===== src/rtl/lutmux_pkg.sv =====
package lutmux_pkg;
  localparam int unsigned TBL_AW    = 4;
  localparam int unsigned TBL_DEPTH = 1 << TBL_AW;
  localparam int unsigned CNT_W     = $clog2(TBL_DEPTH);

  typedef logic [TBL_DEPTH-1:0] tbl_pat_t;
  typedef logic [1:0]           sel_code_t;

  typedef enum logic [1:0] {
    PICK_A = 2'd0,
    PICK_B = 2'd1,
    PICK_C = 2'd2,
    PICK_D = 2'd3
  } pick_e;
endpackage


===== src/rtl/lutmux_pattern_gen.sv =====
// Forms the truth-table image for a select code: entry j is set when
// address bit <sel> of j is 1 and the selection is enabled.
module lutmux_pattern_gen
  import lutmux_pkg::*;
(
  input  logic      [1:0] sel,
  input  logic            en,
  output tbl_pat_t        pattern
);
  for (genvar j = 0; j < TBL_DEPTH; j++) begin : g_entry
    localparam logic [TBL_AW-1:0] ADDR = TBL_AW'(j);
    assign pattern[j] = en & ADDR[sel];
  end
endmodule


===== src/rtl/lutmux_loader.sv =====
// Shared programmer: latches a pattern and shifts it out MSB first over
// TBL_DEPTH cycles, then pulses done.
module lutmux_loader
  import lutmux_pkg::*;
(
  input  logic     clk,
  input  logic     rst_n,
  input  logic     req,
  input  tbl_pat_t pat_in,
  output logic     busy,
  output logic     done,
  output logic     shift_en,
  output logic     ser_bit
);
  localparam logic [CNT_W-1:0] LAST = CNT_W'(TBL_DEPTH - 1);

  tbl_pat_t         pat_q;
  logic [CNT_W-1:0] cnt_q;

  always_ff @(posedge clk or negedge rst_n) begin
    if (!rst_n) begin
      busy  <= 1'b0;
      done  <= 1'b0;
      cnt_q <= '0;
      pat_q <= '0;
    end else begin
      done <= 1'b0;
      if (!busy) begin
        if (req) begin
          pat_q <= pat_in;
          cnt_q <= '0;
          busy  <= 1'b1;
        end
      end else begin
        cnt_q <= cnt_q + 1'b1;
        if (cnt_q == LAST) begin
          busy <= 1'b0;
          done <= 1'b1;
        end
      end
    end
  end

  assign shift_en = busy;
  assign ser_bit  = pat_q[LAST - cnt_q];

  // an accepted request starts a load from the first position
  a_r4_start: assert property (@(posedge clk) disable iff (!rst_n)
    (req && !busy) |=> (busy && cnt_q == '0));

  // the final shift ends the load and raises done
  a_r4_end: assert property (@(posedge clk) disable iff (!rst_n)
    (busy && cnt_q == LAST) |=> (!busy && done));

  // done only follows the fall of busy
  a_r5_done_after_busy: assert property (@(posedge clk) disable iff (!rst_n)
    done |-> $fell(busy));

  // the latched pattern cannot change mid-load
  a_r6_pattern_held: assert property (@(posedge clk) disable iff (!rst_n)
    (busy && cnt_q != LAST) |=> $stable(pat_q));
endmodule


===== src/rtl/lutmux_lane.sv =====
// One lane: a TBL_DEPTH-bit shift register read as a truth table.
module lutmux_lane
  import lutmux_pkg::*;
(
  input  logic              clk,
  input  logic              rst_n,
  input  logic              shift_en,
  input  logic              ser_bit,
  input  logic [TBL_AW-1:0] addr,
  output logic              q
);
  tbl_pat_t tbl_q;

  always_ff @(posedge clk or negedge rst_n) begin
    if (!rst_n)        tbl_q <= '0;
    else if (shift_en) tbl_q <= {tbl_q[TBL_DEPTH-2:0], ser_bit};
  end

  assign q = tbl_q[addr];

  // table contents only move while the programmer shifts
  a_r6_table_frozen: assert property (@(posedge clk) disable iff (!rst_n)
    !$past(shift_en) |-> $stable(tbl_q));
endmodule


===== src/rtl/serial_lut_mux.sv =====
module serial_lut_mux
  import lutmux_pkg::*;
#(
  parameter int unsigned WIDTH = 8
) (
  input  logic             clk,
  input  logic             rst_n,
  input  logic             cfg_req,
  input  logic [1:0]       cfg_sel,
  input  logic             cfg_en,
  output logic             busy,
  output logic             done,
  input  logic [WIDTH-1:0] din_a,
  input  logic [WIDTH-1:0] din_b,
  input  logic [WIDTH-1:0] din_c,
  input  logic [WIDTH-1:0] din_d,
  output logic [WIDTH-1:0] mux_out,
  output logic             out_valid
);
  tbl_pat_t         pat_w;
  logic             shift_w;
  logic             ser_w;
  logic [WIDTH-1:0] raw_w;

  lutmux_pattern_gen u_pat (
    .sel     (cfg_sel),
    .en      (cfg_en),
    .pattern (pat_w)
  );

  lutmux_loader u_load (
    .clk      (clk),
    .rst_n    (rst_n),
    .req      (cfg_req),
    .pat_in   (pat_w),
    .busy     (busy),
    .done     (done),
    .shift_en (shift_w),
    .ser_bit  (ser_w)
  );

  for (genvar i = 0; i < WIDTH; i++) begin : g_lane
    lutmux_lane u_lane (
      .clk      (clk),
      .rst_n    (rst_n),
      .shift_en (shift_w),
      .ser_bit  (ser_w),
      .addr     ({din_d[i], din_c[i], din_b[i], din_a[i]}),
      .q        (raw_w[i])
    );
  end

  assign out_valid = ~busy;
  assign mux_out   = busy ? '0 : raw_w;

  // no data escapes while tables are in motion
  a_r7_quiet_when_busy: assert property (@(posedge clk) disable iff (!rst_n)
    busy |-> (!out_valid && mux_out == '0));

  // done never overlaps a load
  a_r5_done_not_busy: assert property (@(posedge clk) disable iff (!rst_n)
    done |-> !busy);
endmodule


===== config.mk =====
export PLATFORM = sky130hd
export DESIGN_NAME = serial_lut_mux
export DESIGN_NICKNAME = d
export VERILOG_FILES = /design/src/rtl/lutmux_pkg.sv /design/src/rtl/lutmux_pattern_gen.sv /design/src/rtl/lutmux_loader.sv /design/src/rtl/lutmux_lane.sv /design/src/rtl/serial_lut_mux.sv
export SDC_FILE = /design/constraint.sdc
export NUM_CORES = 1
export LEC_CHECK = 0
export ABC_AREA = 1
export BUFFER_PORTS_ARGS = -buffer_cell sky130_fd_sc_hd__buf_2
export CAP_MARGIN = 20
export CORE_MARGIN = 5
export CORE_UTILIZATION = 52
export DETAILED_ROUTE_END_ITERATION = 8
export PLACE_DENSITY = 0.81
export SLEW_MARGIN = 30
export SYNTH_ARGS = -nofsm -noshare
export SYNTH_HDL_FRONTEND = slang
export SYNTH_SLANG_ARGS = --single-unit

===== constraint.sdc =====
create_clock -name clk -period 1.3 [get_ports clk]
set_input_delay 0.13 -clock clk [delete_from_list [all_inputs] [get_ports clk]]
set_output_delay 0.13 -clock clk [all_outputs]
set_load 0.1 [all_outputs]

; Word level (Yosys, flattened, before mapping)
; Index checks and enable logic that the tools add are counted.
[word_totals]
reg_bits = 150
inputBits = 38
out_inout_bits = 11
wordCells = 102
[classes]
n_addsub = 2
n_lt_le_gt_ge = 10
eq_ne = 1
n_mux = 58
bitwise = 17
n_reduce_logical = 2
[ops]
columns = cell, n
row1 = $lt A4 B5 Y1 const B, 9
row2 = $bmux W1 S4, 9
row3 = $bmux W1 S2, 16
row4 = $mux W1, 30
row5 = $and A1 B1 Y1, 16
row6 = $mux W4, 2
row7 = $mux W8, 1
row8 = $add A4 B1 Y4 const B, 1
row9 = $eq A4 B4 Y1 const B, 1
row10 = $sub A4 B4 Y4 const A, 1
row11 = $lt A2 B3 Y1 const B, 1
row12 = $reduce_and A2 Y1, 1
row13 = $reduce_bool A2 Y1, 1
row14 = $not A1 Y1, 1

; Longest topological paths before layout
; Gate-level depths: netlist (run 1).
[depth]
depth_word = 3
ltp_mapped = 9
mapped_depth_nobuf = 9

; Hierarchy
; From an unflattened synthesis (run 1), not the netlist that was laid out.
[hier_totals]
hier_cells = 999
area_unflattened_um2 = 7891.3
[modules_own_cells]
columns = module, instances, cells_per_inst, area_per_inst_um2, seq_area_each_um2
row1 = lutmux_lane, 8, 103, 815.8, 400.4
row2 = lutmux_loader, 1, 121, 1029.7, 550.5
row3 = lutmux_pattern_gen, 1, 36, 260.2, 0.0
row4 = serial_lut_mux, 1, 18, 75.1, 0.0

; Worst setup path after synthesis (run 1)
; OpenSTA, ideal clock, no wires.
[synth_path]
path_kind = flip-flop to output port
startpoint = reg u_load.busy
endpoint = out mux_out[0]
arrival_time_ns = 2.684
required_time_ns = 1.170
slack_ns = -1.514
stages_incl_launch_ff = 4
path_buffers = 2
cell_sequence = dfrtp_1 -> buf_4 -> buf_2 -> a21oi_1
[synth_between]
elab_chain_cells = 1
[synth_lines]
columns = item, line
row1 = "start, declared", lutmux_loader.sv:10  ; output logic busy,
row2 = "start signal, assigned", lutmux_loader.sv:22  ; busy <= 1'b0;
row3 = "start signal, assigned", lutmux_loader.sv:32  ; busy <= 1'b1;
row4 = "start signal, assigned", lutmux_loader.sv:37  ; busy <= 1'b0;
row5 = $mux W8, serial_lut_mux.sv:54  ; assign mux_out = busy ? '0 : raw_w;
row6 = "end, declared", serial_lut_mux.sv:17  ; output logic [WIDTH-1:0] mux_out,
; No other way between the ends.

; Worst setup path after layout (run 1)
[layout_path]
startpoint = reg g_lane[5].u_lane.tbl_q[8]
endpoint = out mux_out[5]
[layout_between]
elab_chain_cells = 3
[layout_lines]
columns = item, line
row1 = "start, declared", lutmux_lane.sv:12  ; tbl_pat_t tbl_q;
row2 = "start signal, assigned", lutmux_lane.sv:16  ; else if (shift_en) tbl_q <= {tbl_q[TBL_DEPTH-2:0], ser_bit};
row3 = $bmux W1 S4, lutmux_lane.sv:19  ; assign q = tbl_q[addr];
row4 = $mux W1 (implied by the code), lutmux_lane.sv:19
row5 = $mux W8, serial_lut_mux.sv:54
; No other way between the ends. The select of a mux whose other input is x is not followed.

==> run_summary.xml, run 1 <==
<?xml version="1.0" encoding="UTF-8"?>
<metrics>
  <group name="critical_path">
    <metric name="worst_ep_arrival_time" unit="ps">1530</metric>
    <metric name="critPathLaunch" unit="">g_lane[5].u_lane.tbl_q[8]</metric>
    <metric name="crit_required" unit="ps">1170</metric>
    <metric name="start_kind" unit="">flop</metric>
    <metric name="critPathKind" unit="">reg2out</metric>
    <metric name="endpoint_kind" unit="">output pin</metric>
    <metric name="worstReg2RegStart" unit="">u_load.busy</metric>
    <metric name="timing.critical_path.fanout_max" unit="">5</metric>
  </group>
  <group name="cells_and_area">
    <metric name="final_util" unit="">0.7122</metric>
    <metric name="finalNonFillerCells" unit="">606</metric>
    <metric name="signed_area_change_from_the_synthesized_netlist_to_the_final_layout" unit="%">31.39</metric>
    <metric name="design.final.nets" unit="">581</metric>
    <metric name="nFillCells" unit="">471</metric>
    <metric name="layout_cell_share_with_drive_strength_beyond_1" unit="">0.2921</metric>
    <metric name="antennaDiodeCount" unit="">0</metric>
  </group>
  <group name="timing">
    <metric name="setup-violations-final" unit="">8</metric>
    <metric name="slew_headroom" unit="">0.6768</metric>
    <metric name="tightestPinTransition" unit="ps">488.1</metric>
    <metric name="finalClockSkew" unit="ps">3.823</metric>
    <metric name="fmax" unit="GHz">0.6024</metric>
    <metric name="setup_tns" unit="ps">-2669</metric>
    <metric name="slew_violations" unit="">0</metric>
    <metric name="layout_setup_ws" unit="ps">-360.2</metric>
    <metric name="hold_viol_final" unit="">0</metric>
    <metric name="post_layout_minimum_cycle_time" unit="ps">1660</metric>
    <metric name="fin_crit_sh" unit="">1.277</metric>
    <metric name="grt_setup_unrepaired" unit="">true</metric>
  </group>
  <group name="job">
    <metric name="timing.max_cap.violations" unit="">0</metric>
  </group>
  <group name="synthesis">
    <metric name="synth-seq-cells" unit="">37</metric>
    <metric name="yosys.area.top_type" unit="">sky130_fd_sc_hd__dfrtp_1</metric>
    <metric name="synth.net_count" unit="">516</metric>
    <metric name="yosysSeqAreaShare" unit="">0.3064</metric>
    <metric name="synth_cells" unit="">469</metric>
    <metric name="synthesis.yosys.warnings" unit="">0</metric>
    <metric name="synthesis.area" unit="µm²">3022</metric>
    <metric name="synth.lib_cells_used.distinct" unit="">23</metric>
    <metric name="syn_area_per_cell" unit="µm²">6.443</metric>
    <metric name="post_synth_most_frequent_cells" unit="">sky130_fd_sc_hd__nand2_1 (169), sky130_fd_sc_hd__nand3_1 (110), sky130_fd_sc_hd__dfrtp_1 (37), sky130_fd_sc_hd__inv_1 (30), sky130_fd_sc_hd__inv_2 (19)</metric>
    <metric name="yosys_most_used_dff" unit="">sky130_fd_sc_hd__dfrtp_1</metric>
    <metric name="most_frequently_used_cell_type_in_the_post_synthesis_netlist" unit="">sky130_fd_sc_hd__nand2_1</metric>
    <metric name="postSynth.asyncResetShare" unit="">1.000</metric>
    <metric name="number_of_enable_flip_flop_cells_after_synthesis" unit="">0</metric>
    <metric name="netlist.area_leader.share" unit="">0.3064</metric>
    <metric name="ys_top_cells_by_area" unit="">sky130_fd_sc_hd__dfrtp_1 (31%), sky130_fd_sc_hd__nand2_1 (21%), sky130_fd_sc_hd__nand3_1 (18%)</metric>
  </group>
  <group name="detailed_routing">
    <metric name="routed_wirelength" unit="µm">8518</metric>
    <metric name="first_iter_violations" unit="">284</metric>
    <metric name="post_drt_via_cell_ratio" unit="">5.663</metric>
    <metric name="antenna_violating_nets_remaining" unit="">0</metric>
    <metric name="drt-wirelength-per-cell" unit="µm">14.06</metric>
    <metric name="route.vias.total" unit="">3432</metric>
    <metric name="post-route-drc-count" unit="">0</metric>
    <metric name="drt_first_pass_iters" unit="">6</metric>
  </group>
  <group name="global_routing">
    <metric name="grt_antenna_before_repair" unit="">0</metric>
    <metric name="gr-usage-all-layers" unit="">0.2355</metric>
    <metric name="number_of_global_route_vias_before_repair" unit="">3344</metric>
    <metric name="grt_pass1_wl" unit="µm">14490</metric>
    <metric name="grt_overflow_total" unit="">0</metric>
    <metric name="pin_count_of_the_biggest_net_entering_global_routing" unit="">27</metric>
  </group>
  <group name="pwr">
    <metric name="ir_worst_vdd" unit="V">0.001433</metric>
    <metric name="p_leak" unit="nW">2.048</metric>
    <metric name="powerDensity" unit="nW/µm²">1959</metric>
  </group>
  <group name="min_path">
    <metric name="hold_path_class" unit="">in2reg</metric>
    <metric name="hold_start" unit="">cfg_sel[0]</metric>
  </group>
  <group name="floorplan">
    <metric name="die_area" unit="µm²">7436</metric>
    <metric name="placement_rows" unit="">27</metric>
    <metric name="core" unit="µm²">5574</metric>
    <metric name="ioPinCount" unit="">49</metric>
    <metric name="y_dimension_of_the_die" unit="µm">86.23</metric>
    <metric name="initial_core_util" unit="">0.5421</metric>
    <metric name="die_w" unit="µm">86.23</metric>
  </group>
  <group name="placed_design">
    <metric name="place.port_buffers" unit="">48</metric>
    <metric name="preCtsSetupSlack" unit="ps">-105.9</metric>
    <metric name="placed_cells_incl_taps" unit="">582</metric>
    <metric name="globalplace.congestion" unit="">0.8595</metric>
    <metric name="dp_hpwl" unit="µm">5861</metric>
  </group>
  <group name="clock_network">
    <metric name="clock_tree.buffer_depth" unit="">2</metric>
    <metric name="latest_clock_arrival_within_the_worst_skew_pair" unit="ps">280</metric>
    <metric name="clock-sinks" unit="">37</metric>
    <metric name="clkTransAtPathRegs" unit="ps">70</metric>
    <metric name="clock_tree.htree_level_count" unit="">2</metric>
    <metric name="tritoncts.num_buffers" unit="">5</metric>
    <metric name="clock-root-buffer" unit="">sky130_fd_sc_hd__clkbuf_8</metric>
    <metric name="cts_tree" unit="">done</metric>
  </group>
  <group name="run_status">
    <metric name="failing_checks" unit="">negative setup slack</metric>
    <metric name="run_status" unit="">complete, but fails checks</metric>
  </group>
</metrics>
path summary, 6_finish.rpt:
check | end | cells after the start | slack, ps
hold / removal | u_load.pat_q[5] | 2 | 100
min in group asynchronous | u_load.pat_q[3] | 2 | 290
setup / recovery | mux_out[5] | 6 | -360
hold reg to reg | u_load.pat_q[5] | 2 | 510
max in group asynchronous | g_lane[5].u_lane.tbl_q[8] | 3 | 560
setup reg to reg | u_load.pat_q[6] | 7 | 90
final cells by class:
type	instances	area, µm²	share of cell area
inverters	58	280.3	0.07060
repair buffers	76	648.1	0.1633
multi-input cells	356	1932	0.4866
flip-flops and latches	37	933.4	0.2351
clock buffers	7	86.33	0.02175
well taps	72	90.09	0.02269
power by group:
part           switching [mW]  total, mW  internal [mW]  leakage [nW]
combinational            3.02       4.83           1.80          1.54
sequential              0.461       2.17           1.70         0.460
clock                   0.366      0.785          0.420        0.0443
total                    3.85       7.78           3.93          2.05
flip-flops by register name, summed over array words and instances (netlist names):
| register | flops |
|---|---|
| u_load.busy | 1 |
| u_load.cnt_q | 4 |
| u_load.pat_q | 15 |
| u_load.done | 1 |
| g_lane.u_lane.tbl_q | 16 |
metrics by stage:
| stage | area (µm²) | power [mW] | hold WS [ps] |
|---|---|---|---|
| CTS | 3814 | 7.446 | 97.99 |
| detailed placement | 3556 | 6.316 | 59.45 |
| global route | 3970 | 8.393 | 100.6 |
| floorplan | 3134 | 5.109 | -165.6 |
| global placement | 3556 | 6.197 | 61.50 |
| finish | 3970 | 7.776 | 100.2 |
per-layer routing:
metal / up-vias / global-route usage / part of all wire
li1: 1670 / - / -
met1: 1601 / 0.2819 / 0.39
met2: 137 / 0.4184 / 0.51
met3: 24 / 0.03232 / 0.075
met4: 0 / 0.1062 / 0.025
met5: - / 0 / 0
cells by family (layout without fill, tap and decap cells):
family | Yosys count | count (layout) | synth area share
and+or+nand+nor | 297 | 297 | 0.4290
DFF | 37 | 37 | 0.3064
adders and majority gates | 9 | 9 | 0.03727
buffers and inverters | 76 | 141 | 0.1342
AOI/OAI and AO/OA | 50 | 50 | 0.09317
cell usage in the layout, fill, tap and decap left out, drive strengths merged:
cell type and count:
a21oi 9, a22o 1, buf 75, clkbuf 7
dfrtp 37, dlygate4sd3 1, ha 9, inv 58
nand2 172, nand3 111, nand3b 7, nand4 1
nor2 5, nor3 1, o211ai 8, o21ai 26
o22ai 6
critical path: stages, from the launching register on:
cell and delay [ps]:
sky130_fd_sc_hd__dfrtp_2 450, sky130_fd_sc_hd__buf_4 150, sky130_fd_sc_hd__o211ai_1 180, sky130_fd_sc_hd__nand3_1 130, sky130_fd_sc_hd__nand3_2 100, sky130_fd_sc_hd__a21oi_4 70
sky130_fd_sc_hd__buf_12 160
repair_timing:
item | in CTS | in global routing
resized for setup | 28 | 26
endpoints found under the setup margin | 10 | 17
hold buffers | 1 | 0
hold endpoints to repair | 14 | 0
pin swaps | 10 | 7
buffers inserted | 9 | 9
Note: power is estimated with default switching activity, not from simulation.
==> inputs of run 2 (changes only) <==
Settings changed: BUFFER_PORTS_ARGS -buffer_cell sky130_fd_sc_hd__buf_2 to -buffer_cell sky130_fd_sc_hd__buf_4, TNS_END_PERCENT from default to 100.
Clock period 1.3 ns to 1.9 ns, I/O delays scaled along.
==> run 2 against run 1 <==
Against the previous run:
- the run now ends clean
- register-to-register slack better by 400 ps
- final cell count is 4.0% lower
- critical endpoint is now mux_out[2]
- clock skew is 1.0 ps lower
- global-route usage is 0.47 points lower
- routed wire length is 5.6% lower
- utilization is 7.7 points lower
- worst setup slack better by 470 ps
- critical path depth is 1 higher
- largest power group unchanged
- combinational power is 46% lower
- via count is 5.5% lower
- sequential power is 32% lower
==> run_summary.xml, run 2 (synthesis gave the netlist of run 1 again) <==
<?xml version="1.0" encoding="UTF-8"?>
<metrics>
  <group name="cells_and_area">
    <metric name="final_common_cell" unit="">sky130_fd_sc_hd__nand2_1</metric>
    <metric name="finalNonFillerCells" unit="">582</metric>
    <metric name="antennaDiodeCount" unit="">0</metric>
    <metric name="final_cell_mix" unit="">sky130_fd_sc_hd__nand2_1 (169), sky130_fd_sc_hd__nand3_1 (110), sky130_fd_sc_hd__buf_4 (45)</metric>
    <metric name="registers.top_by_ff_count" unit="">g_lane.u_lane.tbl_q</metric>
    <metric name="nFillCells" unit="">536</metric>
    <metric name="largest_reg_flops" unit="">16</metric>
    <metric name="design.final.nets" unit="">556</metric>
    <metric name="top_regs" unit="">g_lane.u_lane.tbl_q: 16 flops, u_load.pat_q: 15 flops, u_load.cnt_q: 4 flops</metric>
    <metric name="layout_cell_share_with_drive_strength_beyond_1" unit="">0.1941</metric>
    <metric name="signed_area_change_from_the_synthesized_netlist_to_the_final_layout" unit="%">17.27</metric>
  </group>
  <group name="critical_path">
    <metric name="crit_required" unit="ps">1710</metric>
    <metric name="rr_worst_depth" unit="">5</metric>
    <metric name="critPathKind" unit="">reg2out</metric>
    <metric name="worstReg2RegStart" unit="">u_load.busy</metric>
    <metric name="critPathLaunch" unit="">g_lane[5].u_lane.tbl_q[7]</metric>
    <metric name="timing.critical_path.fanout_max" unit="">9</metric>
    <metric name="endpoint_kind" unit="">output pin</metric>
    <metric name="worstSetupEndpoint" unit="">mux_out[2]</metric>
    <metric name="start_kind" unit="">flop</metric>
    <metric name="worst_ep_arrival_time" unit="ps">1600</metric>
    <metric name="reg2reg_setup_slack" unit="ps">490</metric>
    <metric name="rr_endpoint" unit="">u_load.pat_q[5]</metric>
  </group>
  <group name="min_path">
    <metric name="hold_path_class" unit="">in2reg</metric>
  </group>
  <group name="timing">
    <metric name="hold_viol_final" unit="">0</metric>
    <metric name="slew_violations" unit="">0</metric>
    <metric name="layout_setup_ws" unit="ps">107.3</metric>
    <metric name="fmax" unit="GHz">0.5578</metric>
    <metric name="slew_headroom" unit="">0.6947</metric>
    <metric name="finalClockSkew" unit="ps">2.801</metric>
    <metric name="tightestPinTransition" unit="ps">457.9</metric>
    <metric name="post_layout_minimum_cycle_time" unit="ps">1793</metric>
    <metric name="grt_setup_unrepaired" unit="">false</metric>
    <metric name="setup_tns" unit="ps">0</metric>
    <metric name="fin_crit_sh" unit="">0.9435</metric>
    <metric name="setup-violations-final" unit="">0</metric>
    <metric name="hold_ws" unit="ps">130.8</metric>
  </group>
  <group name="floorplan">
    <metric name="core" unit="µm²">5574</metric>
    <metric name="placement_rows" unit="">27</metric>
    <metric name="y_dimension_of_the_die" unit="µm">86.23</metric>
    <metric name="ioPinCount" unit="">49</metric>
    <metric name="initial_core_util" unit="">0.5421</metric>
    <metric name="die_area" unit="µm²">7436</metric>
    <metric name="die_w" unit="µm">86.23</metric>
  </group>
  <group name="detailed_routing">
    <metric name="drt-wirelength-per-cell" unit="µm">13.81</metric>
    <metric name="first_iter_violations" unit="">212</metric>
    <metric name="post-route-drc-count" unit="">0</metric>
    <metric name="routed_wirelength" unit="µm">8037</metric>
    <metric name="antenna_violating_nets_remaining" unit="">0</metric>
    <metric name="post_drt_via_cell_ratio" unit="">5.572</metric>
    <metric name="route.vias.total" unit="">3243</metric>
    <metric name="drt_first_pass_iters" unit="">5</metric>
  </group>
  <group name="run_status">
    <metric name="run_status" unit="">finished clean</metric>
  </group>
  <group name="pwr">
    <metric name="powerDensity" unit="nW/µm²">1311</metric>
    <metric name="pwr-share-seq" unit="">0.319</metric>
    <metric name="overall_power" unit="mW">4.645</metric>
    <metric name="switchingPower" unit="mW">2.414</metric>
    <metric name="clock_power_share" unit="">0.114</metric>
    <metric name="cell_internal_pwr" unit="mW">2.231</metric>
    <metric name="ir_worst_vdd" unit="V">0.0009415</metric>
    <metric name="p_sw_frac" unit="">0.5197</metric>
    <metric name="p_leak" unit="nW">1.856</metric>
    <metric name="share_comb_of_total_power" unit="">0.567</metric>
  </group>
  <group name="placed_design">
    <metric name="dp_hpwl" unit="µm">5894</metric>
    <metric name="placed_cells_incl_taps" unit="">573</metric>
    <metric name="preCtsSetupSlack" unit="ps">365.0</metric>
    <metric name="place.port_buffers" unit="">48</metric>
    <metric name="globalplace.congestion" unit="">0.8493</metric>
  </group>
  <group name="global_routing">
    <metric name="grt_overflow_total" unit="">0</metric>
    <metric name="number_of_global_route_vias_before_repair" unit="">3141</metric>
    <metric name="grt_pass1_wl" unit="µm">14010</metric>
    <metric name="pin_count_of_the_biggest_net_entering_global_routing" unit="">38</metric>
    <metric name="grt_antenna_before_repair" unit="">0</metric>
    <metric name="gr-usage-all-layers" unit="">0.2308</metric>
  </group>
  <group name="clock_network">
    <metric name="tritoncts.num_buffers" unit="">5</metric>
    <metric name="clock-sinks" unit="">37</metric>
    <metric name="clkTransAtPathRegs" unit="ps">70</metric>
    <metric name="clock-root-buffer" unit="">sky130_fd_sc_hd__clkbuf_8</metric>
    <metric name="cts.repair_timing.setup_buffer_count" unit="">0</metric>
    <metric name="clock_tree.htree_level_count" unit="">2</metric>
    <metric name="cts_tree" unit="">done</metric>
    <metric name="clock_tree.buffer_depth" unit="">2</metric>
    <metric name="latest_clock_arrival_within_the_worst_skew_pair" unit="ps">290</metric>
  </group>
  <group name="job">
    <metric name="timing.max_cap.violations" unit="">0</metric>
  </group>
</metrics>
run 2: cell count changes in the layout (fill, tap and decap cells not counted), moves of 2 or more:
| cell | previous run | this run |
|---|---|---|
| sky130_fd_sc_hd__dfrtp_1 | 33 | 35 |
| sky130_fd_sc_hd__nand2_2 | 6 | 3 |
| sky130_fd_sc_hd__inv_4 | 19 | 7 |
| sky130_fd_sc_hd__buf_12 | 13 | 1 |
| sky130_fd_sc_hd__buf_4 | 22 | 45 |
| sky130_fd_sc_hd__clkinv_2 | 0 | 2 |
| sky130_fd_sc_hd__inv_2 | 6 | 19 |
| sky130_fd_sc_hd__nand3_1 | 84 | 110 |
| sky130_fd_sc_hd__nand3_2 | 27 | 1 |
| sky130_fd_sc_hd__nand2_1 | 165 | 169 |
| sky130_fd_sc_hd__buf_2 | 38 | 0 |
run 2: worst max-delay path, cell delays in order, from the launching register on:
cell                       delay, ps
sky130_fd_sc_hd__dfrtp_1         380
sky130_fd_sc_hd__inv_2           120
sky130_fd_sc_hd__nand2_1          80
sky130_fd_sc_hd__nand3_1          70
sky130_fd_sc_hd__nand3_1          80
sky130_fd_sc_hd__nand3b_1        120
sky130_fd_sc_hd__a21oi_4         150
sky130_fd_sc_hd__buf_4           300
run 2: worst min path at each step:
stage / from / to / slack [ps] / cells past startpoint
3_5_place_dp: rst_n / u_load.pat_q[11] / 180 / 1
5_1_grt: cfg_sel[1] / u_load.pat_q[3] / 130 / 2
6_report: cfg_sel[0] / u_load.pat_q[5] / 130 / 2
2_1_floorplan: rst_n / g_lane[2].u_lane.tbl_q[15] / -110 / 0
3_3_place_gp: rst_n / u_load.pat_q[11] / 170 / 1
4_1_cts: cfg_sel[1] / u_load.pat_q[3] / 130 / 2
run 2: metrics by stage:
stage	utilization	cell area, µm²
final	0.6357	3543
after global routing	0.6357	3543
after CTS	0.6321	3523
after detailed placement	0.6155	3431
after global placement	0.6155	3431
after floorplan	-	3113
run 2: repair_timing:
item	CTS	global route
hold endpoints to repair	37	0
resized for setup	0	6
setup endpoints to repair	0	7
hold buffers	1	0
run 2: cell type report:
| cell class | count | area (µm²) | area share |
|---|---|---|---|
| inverter | 58 | 245.2 | 0.06921 |
| tap | 72 | 90.09 | 0.02542 |
| timing repair buffer | 51 | 416.7 | 0.1176 |
| sequential | 37 | 928.4 | 0.2620 |
| multi-input combinational | 356 | 1780 | 0.5025 |
| clock inverter | 2 | 10.01 | 0.002825 |
| clock buffer | 6 | 72.57 | 0.02048 |
run 2: per-layer routing:
layer / track usage / wire (µm) / vias up
met5: 0 / 0 / -
met4: 0.1161 / 283 / 0
met3: 0.03802 / 527 / 24
met2: 0.3980 / 3941 / 115
met1: 0.2772 / 3285 / 1492
li1: - / - / 1612
run 2: power groups by stage:
stage	clock network (mW)	registers [mW]	logic [mW]
global placement	0	1.48	2.54
detailed placement	0	1.49	2.60
CTS	0.541	1.48	2.61
floorplan	0	1.42	2.04
finish	0.529	1.48	2.63
global route	0.578	1.53	2.98
==> inputs of run 3 (changes only) <==
==> constraint.sdc (replaced) <==
create_clock -name clk -period 1.9 [get_ports clk]
set_input_delay 0.095 -clock clk [delete_from_list [all_inputs] [get_ports clk]]
set_output_delay 0.095 -clock clk [all_outputs]
set_load 0.05 [all_outputs]
==> run 3 against run 2 <==
Against the previous run:
- final cell count down 0.17%
- global-route usage down 0.85 points
- critical path type unchanged
- highest routed layer unchanged
- critical endpoint is now mux_out[1]
- via count rose by 1.6%
- non-clock buffer count shrank 1
==> run_summary.xml, run 3 (synthesis gave the netlist of run 1 again) <==
<?xml version="1.0" encoding="UTF-8"?>
<metrics>
  <group name="run_status">
    <metric name="run_status" unit="">finished clean</metric>
  </group>
  <group name="floorplan">
    <metric name="initial_core_util" unit="">0.5421</metric>
    <metric name="die_w" unit="µm">86.23</metric>
    <metric name="core" unit="µm²">5574</metric>
    <metric name="placement_rows" unit="">27</metric>
    <metric name="die_area" unit="µm²">7436</metric>
    <metric name="y_dimension_of_the_die" unit="µm">86.23</metric>
    <metric name="ioPinCount" unit="">49</metric>
  </group>
  <group name="job">
    <metric name="timing.max_cap.violations" unit="">0</metric>
  </group>
  <group name="critical_path">
    <metric name="critical-path-max-stage-delay" unit="ps">580</metric>
    <metric name="endpoint_kind" unit="">output pin</metric>
    <metric name="timing.critical_path.slowest_stage_cell" unit="">sky130_fd_sc_hd__dfrtp_1</metric>
    <metric name="worst_ep_arrival_time" unit="ps">1600</metric>
    <metric name="timing.critical_path.fanout_max" unit="">9</metric>
    <metric name="critPathKind" unit="">reg2out</metric>
    <metric name="start_kind" unit="">flop</metric>
    <metric name="crit_required" unit="ps">1800</metric>
    <metric name="timing.critical_path.cells" unit="">inv_2 -&gt; nand2_1 -&gt; nand3_1 -&gt; nand3_1 -&gt; nand3_1 -&gt; a21oi_1 -&gt; buf_4</metric>
    <metric name="cpMostUsedCell" unit="">sky130_fd_sc_hd__nand3_1</metric>
  </group>
  <group name="placed_design">
    <metric name="post_dp_cell_area" unit="µm²">3332</metric>
    <metric name="globalplace.congestion" unit="">0.8923</metric>
    <metric name="dp_hpwl" unit="µm">5902</metric>
    <metric name="place.port_buffers" unit="">48</metric>
    <metric name="preCtsSetupSlack" unit="ps">504.4</metric>
  </group>
  <group name="detailed_routing">
    <metric name="drt-wirelength-per-cell" unit="µm">13.98</metric>
    <metric name="post_drt_via_cell_ratio" unit="">5.670</metric>
    <metric name="route.vias.total" unit="">3294</metric>
    <metric name="first_iter_violations" unit="">218</metric>
    <metric name="antenna_violating_nets_remaining" unit="">0</metric>
    <metric name="drt_first_pass_iters" unit="">5</metric>
    <metric name="post-route-drc-count" unit="">0</metric>
    <metric name="routed_wirelength" unit="µm">8123</metric>
  </group>
  <group name="cells_and_area">
    <metric name="final_cell_mix" unit="">sky130_fd_sc_hd__nand2_1 (169), sky130_fd_sc_hd__nand3_1 (110), sky130_fd_sc_hd__buf_4 (48)</metric>
    <metric name="multiInputGateArea" unit="µm²">1690</metric>
    <metric name="registers.top_by_ff_count" unit="">g_lane.u_lane.tbl_q</metric>
    <metric name="design.final.nets" unit="">555</metric>
    <metric name="signed_area_change_from_the_synthesized_netlist_to_the_final_layout" unit="%">13.46</metric>
    <metric name="seqCellArea" unit="µm²">925.9</metric>
    <metric name="final_common_cell" unit="">sky130_fd_sc_hd__nand2_1</metric>
    <metric name="finish.instance_area" unit="µm²">3428</metric>
    <metric name="top_regs" unit="">g_lane.u_lane.tbl_q: 16 flops, u_load.pat_q: 15 flops, u_load.cnt_q: 4 flops</metric>
    <metric name="largest_reg_flops" unit="">16</metric>
    <metric name="layout_cell_share_with_drive_strength_beyond_1" unit="">0.1749</metric>
    <metric name="antennaDiodeCount" unit="">0</metric>
    <metric name="final_util" unit="">0.6150</metric>
    <metric name="nFillCells" unit="">520</metric>
  </group>
  <group name="global_routing">
    <metric name="met3_usage" unit="">0.04563</metric>
    <metric name="grt_overflow_total" unit="">0</metric>
    <metric name="number_of_global_route_vias_before_repair" unit="">3130</metric>
    <metric name="grt.met2_usage" unit="">0.3721</metric>
    <metric name="global_route.peak_usage_layer" unit="">met2</metric>
    <metric name="groute.layer.met1.usage" unit="">0.2771</metric>
    <metric name="grt_antenna_before_repair" unit="">0</metric>
    <metric name="gr-usage-all-layers" unit="">0.2223</metric>
    <metric name="pin_count_of_the_biggest_net_entering_global_routing" unit="">40</metric>
    <metric name="grt_pass1_wl" unit="µm">13540</metric>
  </group>
  <group name="timing">
    <metric name="setup-violations-final" unit="">0</metric>
    <metric name="setup_tns" unit="ps">0</metric>
    <metric name="tightestPinTransition" unit="ps">452.2</metric>
    <metric name="layout_setup_ws" unit="ps">207.7</metric>
    <metric name="slew_headroom" unit="">0.6985</metric>
    <metric name="fmax" unit="GHz">0.5909</metric>
    <metric name="hold_viol_final" unit="">0</metric>
    <metric name="grt_setup_unrepaired" unit="">false</metric>
    <metric name="finalClockSkew" unit="ps">3.251</metric>
    <metric name="slew_violations" unit="">0</metric>
    <metric name="fin_crit_sh" unit="">0.8907</metric>
    <metric name="post_layout_minimum_cycle_time" unit="ps">1692</metric>
    <metric name="hold_ws" unit="ps">33.54</metric>
  </group>
  <group name="pwr">
    <metric name="p_leak" unit="nW">1.844</metric>
    <metric name="ir_worst_vdd" unit="V">0.001068</metric>
    <metric name="powerDensity" unit="nW/µm²">1279</metric>
  </group>
  <group name="clock_network">
    <metric name="clkTransAtPathRegs" unit="ps">70</metric>
    <metric name="cts_resized" unit="">0</metric>
    <metric name="clock_tree.htree_level_count" unit="">2</metric>
    <metric name="clock_tree.buffer_depth" unit="">2</metric>
    <metric name="clock-root-buffer" unit="">sky130_fd_sc_hd__clkbuf_8</metric>
    <metric name="tritoncts.num_buffers" unit="">5</metric>
    <metric name="latest_clock_arrival_within_the_worst_skew_pair" unit="ps">290</metric>
    <metric name="cts_tree" unit="">done</metric>
    <metric name="clock-sinks" unit="">37</metric>
  </group>
  <group name="min_path">
    <metric name="hold_path_class" unit="">in2reg</metric>
  </group>
</metrics>
[run 3: critical path: cells and delay by family, from the launching register on]
kind                   cells  cell delay (ps)
buffers and inverters      2              290
AO/OA/AOI/OAI              1              150
flip-flops                 1              580
AND/OR/NAND/NOR            4              280
[run 3: area by class of cell]
class / instances / share of cell area
Inverter: 58 / 0.07153
Multi-Input combinational cell: 356 / 0.4931
Sequential cell: 37 / 0.2701
Clock inverter: 3 / 0.005109
Tap cell: 72 / 0.02628
Clock buffer: 5 / 0.02007
Timing Repair Buffer: 50 / 0.1139
[run 3: power breakdown]
group	total, mW	internal, mW	switching, mW
Sequential	1.48	1.15	0.324
Combinational	2.39	0.781	1.61
Clock	0.519	0.252	0.267
Total	4.38	2.19	2.20
[run 3: final timing paths]
check,start,end,slack (ps),cells past startpoint
hold / removal,cfg_sel[0],u_load.pat_q[5],30,2
setup reg to reg,u_load.busy,u_load.pat_q[14],480,5
max in group asynchronous,rst_n,u_load.cnt_q[0],1280,2
min in group asynchronous,rst_n,u_load.pat_q[7],300,2
hold reg to reg,g_lane[5].u_lane.tbl_q[13],g_lane[5].u_lane.tbl_q[14],500,2
setup / recovery,g_lane[5].u_lane.tbl_q[8],mux_out[1],210,7
[run 3: through the flow]
stage | total power [mW] | cells
after global placement | 3.762 | 572
final | 4.384 | 581
after CTS | 4.374 | 581
after global routing | 4.778 | 581
after floorplan | 3.182 | 469
after detailed placement | 3.839 | 572
[run 3: what timing repair did]
item / CTS / global route
hold buffers: 1 / 0
endpoints found under the hold margin: 37 / 0
buffers inserted: 0 / 0
[run 3: metal layers]
layer | vias to the layer above | part of all wire
li1 | 1614 | -
met2 | 172 | 0.48
met4 | 0 | 0.019
met3 | 19 | 0.097
met1 | 1489 | 0.41
met5 | - | 0
